**config.mk**
```make
export PLATFORM = sky130hd
export DESIGN_NAME = remote_timer_sched
export DESIGN_NICKNAME = d
export VERILOG_FILES = /design/src/rtl/remote_timer_sched.sv
export SDC_FILE = /design/constraint.sdc
export NUM_CORES = 2
export LEC_CHECK = 0
export BUFFER_PORTS_ARGS = -buffer_cell sky130_fd_sc_hd__buf_2
export CORE_UTILIZATION = 31
export DETAILED_ROUTE_END_ITERATION = 10
export PLACE_DENSITY_LB_ADDON = 0.12
export SKIP_CTS_REPAIR_TIMING = 1
export SYNTH_ARGS = -nofsm -noshare
export SYNTH_HDL_FRONTEND = slang
export SYNTH_SLANG_ARGS = --single-unit
```
**constraint.sdc**
```tcl
create_clock -name clk -period 21.1 [get_ports clk]
set_clock_uncertainty 0.2 [all_clocks]
set_input_delay 4.22 -clock clk [delete_from_list [all_inputs] [get_ports clk]]
set_output_delay 4.22 -clock clk [all_outputs]
set_load 0.02 [all_outputs]
```
**src/rtl/remote_timer_sched.sv**
```systemverilog
module remote_timer_sched #(
  parameter int TW       = 40,
  parameter int TPU      = 12,
  parameter int MIN_US   = 500,
  parameter int GRACE_US = 10000,
  parameter int MAX_UPD  = 2
) (
  input  logic          clk,
  input  logic          rst_n,
  input  logic          tgt_valid,
  input  logic [TW-1:0] tgt_value,
  input  logic [TW-1:0] now,
  input  logic          cmd_done,
  input  logic          cmd_ok,
  input  logic          expiry_evt,
  output logic          cmd_req,
  output logic [TW-1:0] cmd_ticks,
  output logic          timer_failed
);

  localparam int CW   = $clog2(MAX_UPD + 2);
  localparam int LOGT = (TPU > 1) ? $clog2(TPU) : 0;
  localparam int SH   = TW + 1 + LOGT;
  localparam int PW   = SH + TW + 2;
  localparam logic [63:0]   RECIP    = ((64'd1 << SH) + 64'(TPU) - 64'd1) / 64'(TPU);
  localparam logic [TW-1:0] MIN_TB   = TW'(MIN_US * TPU);
  localparam logic [TW:0]   GRACE_TB = (TW+1)'(GRACE_US * TPU);

  logic [TW-1:0] target_q, stamp_q;
  logic          inflight_q, pending_q, running_q;
  logic [CW-1:0] upd_q;

  logic          run_e, stuck, tgt_new, tgt_early, drain, direct, blocked, send, done_ok;
  logic [CW-1:0] cnt_e;
  logic [TW-1:0] aim, left, diff, quot, ticks_nx, stamp_nx;
  logic [TW:0]   numer;
  logic [PW-1:0] prod;

  assign run_e     = running_q & ~expiry_evt;
  assign cnt_e     = expiry_evt ? '0 : upd_q;
  assign stuck     = run_e & ~timer_failed & ({1'b0, now} > ({1'b0, stamp_q} + GRACE_TB));
  assign tgt_new   = tgt_valid & ~timer_failed & (tgt_value != target_q);
  assign tgt_early = tgt_new & (tgt_value < target_q);
  assign drain     = pending_q & ~inflight_q & ~timer_failed;
  assign direct    = tgt_new & ~inflight_q & ~pending_q;
  assign aim       = (direct | tgt_early) ? tgt_value : target_q;
  assign left      = stamp_q - now;
  assign blocked   = run_e & ((aim >= stamp_q) | (now >= stamp_q) | (left <= MIN_TB));
  assign send      = (direct | drain) & ~stuck & ~blocked & (cnt_e <= CW'(MAX_UPD));
  assign done_ok   = cmd_done & inflight_q & cmd_ok & ~stuck & ~timer_failed;

  assign diff     = (aim > now) ? (aim - now) : '0;
  assign numer    = {1'b0, diff} + (TW+1)'(TPU - 1);
  assign prod     = PW'(numer) * PW'(RECIP);
  assign quot     = TW'(prod >> SH);
  assign ticks_nx = (diff > MIN_TB) ? quot : TW'(MIN_US);
  assign stamp_nx = now + cmd_ticks * TW'(TPU);

  always_ff @(posedge clk) begin
    if (!rst_n) begin
      target_q     <= '0;
      stamp_q      <= '1;
      inflight_q   <= 1'b0;
      pending_q    <= 1'b0;
      running_q    <= 1'b0;
      upd_q        <= '0;
      cmd_req      <= 1'b0;
      cmd_ticks    <= '0;
      timer_failed <= 1'b0;
    end else begin
      cmd_req <= send;
      upd_q   <= send ? cnt_e + CW'(1) : cnt_e;
      if (send) cmd_ticks <= ticks_nx;
      if (direct | tgt_early) target_q <= tgt_value;

      if (stuck | drain)            pending_q <= 1'b0;
      else if (tgt_early & ~direct) pending_q <= 1'b1;

      if (send)          inflight_q <= 1'b1;
      else if (cmd_done) inflight_q <= 1'b0;

      if (stuck | timer_failed) running_q <= 1'b0;
      else if (done_ok)         running_q <= 1'b1;
      else                      running_q <= run_e;

      if (done_ok) stamp_q <= stamp_nx;
      if (stuck)   timer_failed <= 1'b1;
    end
  end

endmodule

```
==> results.py <==
metrics = {
    "synthesis": {
        "yosysSeqAreaShare_pct": 7.40,
        "synth_async_sr_flop_share_pct": 0,
        "synth_compound_area_share_pct": 16.8,
        "synth_cell_type_count": 85,
        "syn_inst": 3971,
        "synth_fa_ha_area_share_pct": 46.3,
        "synth_top_area_share_pct": 23.8,
        "yosys.area_share.xor_xnor_pct": 5.67,
        "synth_area_leaders": "ha_1 24%, fa_1 22%, inv_1 8.7%, dfxtp_1 7.4%, a21oi_1 3.7%",
        "yosysTopAreaCell": "ha_1",
        "synth_top_family_by_area": "adder cells",
        "ys_seq_elements": 125,
        "synth_edf_count": 0,
        "syn_area_um2": 33800,
        "synth.area.mux_share_pct": 1.69,
        "synth-main-ff-cell": "dfxtp_1",
        "synth_area_per_cell_um2": 8.52,
        "synthSimpleGateAreaFrac_pct": 12.5,
        "yosysWarnings": 0,
    },
    "sta": {
        "finalCriticalPeriod_ns": 20.05,
        "rsz0062_at_grt": "false",
        "tns_ns": 0,
        "timing.fmax_ghz": 0.0499,
        "setup_viol": 0,
        "hold_violations": 0,
        "worstMarginPinSlew_ns": 1.03,
        "final_max_slew_viol_count": 0,
        "finalCritPeriodShare_pct": 95.0,
        "relSlewSlack_pct": 31.1,
    },
    "clocking": {
        "cts_sinks": 125,
        "path_clk_slew_ns": 0.07,
        "cts_root_buf": "clkbuf_16",
        "cts_tree": "yes",
        "h-tree-depth": 4,
        "clk_latency_ns": 0.52,
        "clock_path_buffers": 2,
        "cts_buffers": 17,
    },
    "global_route": {
        "antenna_found_initial": 1,
        "grt_pass1_wl_um": 175000,
        "grt_max_degree": 79,
        "grtUsageTotal_pct": 20.8,
        "grt_pass1_vias": 28600,
        "grt_overflow": 0,
    },
    "status": {
        "status": "complete, no violations",
    },
    "layout": {
        "nets": 5189,
        "drive_above_1_share_pct": 6.55,
        "area_delta_synth_final_pct": 8.75,
        "n_fill_cell": 11400,
    },
    "routing": {
        "drt.antenna.violating_nets": 0,
        "firstDrtPassIters": 7,
        "route.detailed.drc": 0,
        "routed_wl_um": 113000,
        "vias": 27600,
        "via_per_inst": 5.02,
        "drt_iter0_drc": 1366,
        "wl_per_cell_um": 20.6,
    },
    "worst_setup_path": {
        "slowest_delay_ns": 0.71,
        "r2r-start": "target_q[33]",
        "worst_path_most_repeated_cell": "fa_1",
        "arrival_ns": 20.27,
        "path_max_fanout": 40,
        "r2r-end": "cmd_ticks[31]",
        "required_ns": 21.31,
        "crit_path_end_kind": "flip-flop",
        "path_class": "input port to flip-flop",
        "r2r_slack_ns": 4.53,
        "worstRegToRegCells": 55,
        "critPathSlowestCell": "o21ai_0",
        "start_kind": "input port",
    },
    "worst_hold_path": {
        "hold_path_class": "flip-flop to flip-flop",
        "hold_start": "stamp_q[11]",
        "holdPathEnd": "stamp_q[11]",
        "holdPathStages": 2,
    },
    "floorplan": {
        "start_util_pct": 31.4,
        "ios": 128,
        "core_um2": 108000,
        "die_h_um": 332,
        "rows": 120,
        "fp.dieArea_um2": 110000,
        "die_w_um": 332,
    },
    "place": {
        "numPortBuffers": 125,
        "hpwl_um": 100000,
        "gp_congestion": 0.914,
    },
    "flow_run": {
        "drv_cap": 0,
    },
}
## sequential cells by signal, indices dropped and copies added, names as in the netlist
register	flops
stamp_q	40
cmd_req	1
pending_q	1
running_q	1
cmd_ticks	38
timer_failed	1
upd_q	2
target_q	40
inflight_q	1
## metrics by stage
stage | setup slack, ns | utilization (%) | hold slack [ns] | area (um^2) | cells
2_1_floorplan | 2.72 | - | 0.272 | 33800 | 3972
3_3_place_gp | 0.865 | 33.6 | 0.302 | 36200 | 5463
3_5_place_dp | 0.626 | 33.6 | 0.312 | 36200 | 5463
4_1_cts | 1.13 | 34.2 | 0.321 | 36800 | 5495
5_1_grt | 0.0602 | 34.2 | 0.336 | 36800 | 5495
6_report | 1.05 | 34.2 | 0.313 | 36800 | 5496
## critical path, delay by kind of cell
family	cells	cell delay (ns)
mux	1	0.41
simple gates	13	3.27
compound gates	20	5.08
fa+ha+maj	12	5.86
buf+inv	9	1.37
## layout by cell type (no fill, tap or decap), types with 9 or more instances in the layout
cell type,netlist,layout
inv_1,784,784
ha_1,644,644
fa_1,380,380
a21oi_1,250,250
nand2_1,227,227
nor2_1,172,170
xnor2_1,141,141
o21ai_0,133,133
dfxtp_1,125,125
buf_2,9,125
a21o_1,121,121
xor2_1,78,78
and2_1,67,67
nand4_1,67,67
nand3_1,66,66
o211ai_1,53,53
nor3_1,47,47
o21a_1,42,42
mux2_2,42,42
buf_4,2,37
nand2b_1,34,34
o21bai_1,33,33
and3_1,28,28
nor2b_1,28,28
a22o_1,27,27
a211oi_1,26,26
nor4_1,24,24
or3_1,23,23
a31oi_1,18,18
clkbuf_16,0,17
o31ai_1,16,16
or2_2,14,14
and4_1,11,11
o311ai_0,10,10
mux2i_1,10,10
a211o_1,9,9
a2111oi_0,9,9
## cells by family (layout without fill, tap and decap cells)
kind of cell	Yosys count	in the layout
AOI/OAI and AO/OA	853	853
muxes	52	52
xor gates and xnor gates	219	219
adders and majority gates	1024	1024
buffers and inverters	859	979
and+or+nand+nor	838	838
DFF	125	125
other	1	3
## final cells by class
type | instances | area [um^2] | area share [%]
multi-input combinational | 2988 | 28100 | 76.3
inverter | 785 | 2950 | 8.01
sequential | 125 | 2500 | 6.80
tap | 1403 | 1760 | 4.77
timing repair buffer | 162 | 903 | 2.46
clock buffer | 17 | 425 | 1.16
clock inverter | 15 | 165 | 0.449
antenna | 1 | 2.50 | 0.00680
## Yosys cell counts, types with 23 or more instances
cell and instances:
or3_1 23, nand2_1 227, dfxtp_1 125, nor2_1 172, xnor2_1 141, fa_1 380
a21o_1 121, o211ai_1 53, and3_1 28, ha_1 644, and2_1 67, nor2b_1 28
a211oi_1 26, mux2_2 42, nor3_1 47, nor4_1 24, a21oi_1 250, nand3_1 66
o21a_1 42, inv_1 784, o21bai_1 33, a22o_1 27, nand2b_1 34, xor2_1 78
o21ai_0 133, clkbuf_1 56, nand4_1 67
## layer usage
metal / track usage [%] / vias up / share of wire, % / wire length [um]
li1: - / 13700 / - / -
met3: 1.66 / 80 / 2.1 / 2360
met4: 4.50 / 0 / 1.8 / 2010
met1: 27.9 / 13400 / 47 / 53300
met2: 36.3 / 358 / 49 / 55400
met5: 0 / - / 0 / 0
## worst max-delay path by stage
stage | start | endpoint | slack [ns] | cells after the start
3_5_place_dp | tgt_value[33] | cmd_ticks[31] | 0.63 | 55
2_1_floorplan | tgt_value[1] | cmd_ticks[31] | 2.72 | 57
4_1_cts | tgt_value[33] | cmd_ticks[31] | 1.13 | 55
5_1_grt | tgt_value[33] | cmd_ticks[31] | 0.06 | 55
3_3_place_gp | tgt_value[33] | cmd_ticks[31] | 0.87 | 56
6_report | tgt_value[33] | cmd_ticks[31] | 1.05 | 55
Power is left out: the tool's default activity adds up to more than one toggle a clock period on the data nets, which glitch-free logic cannot reach.
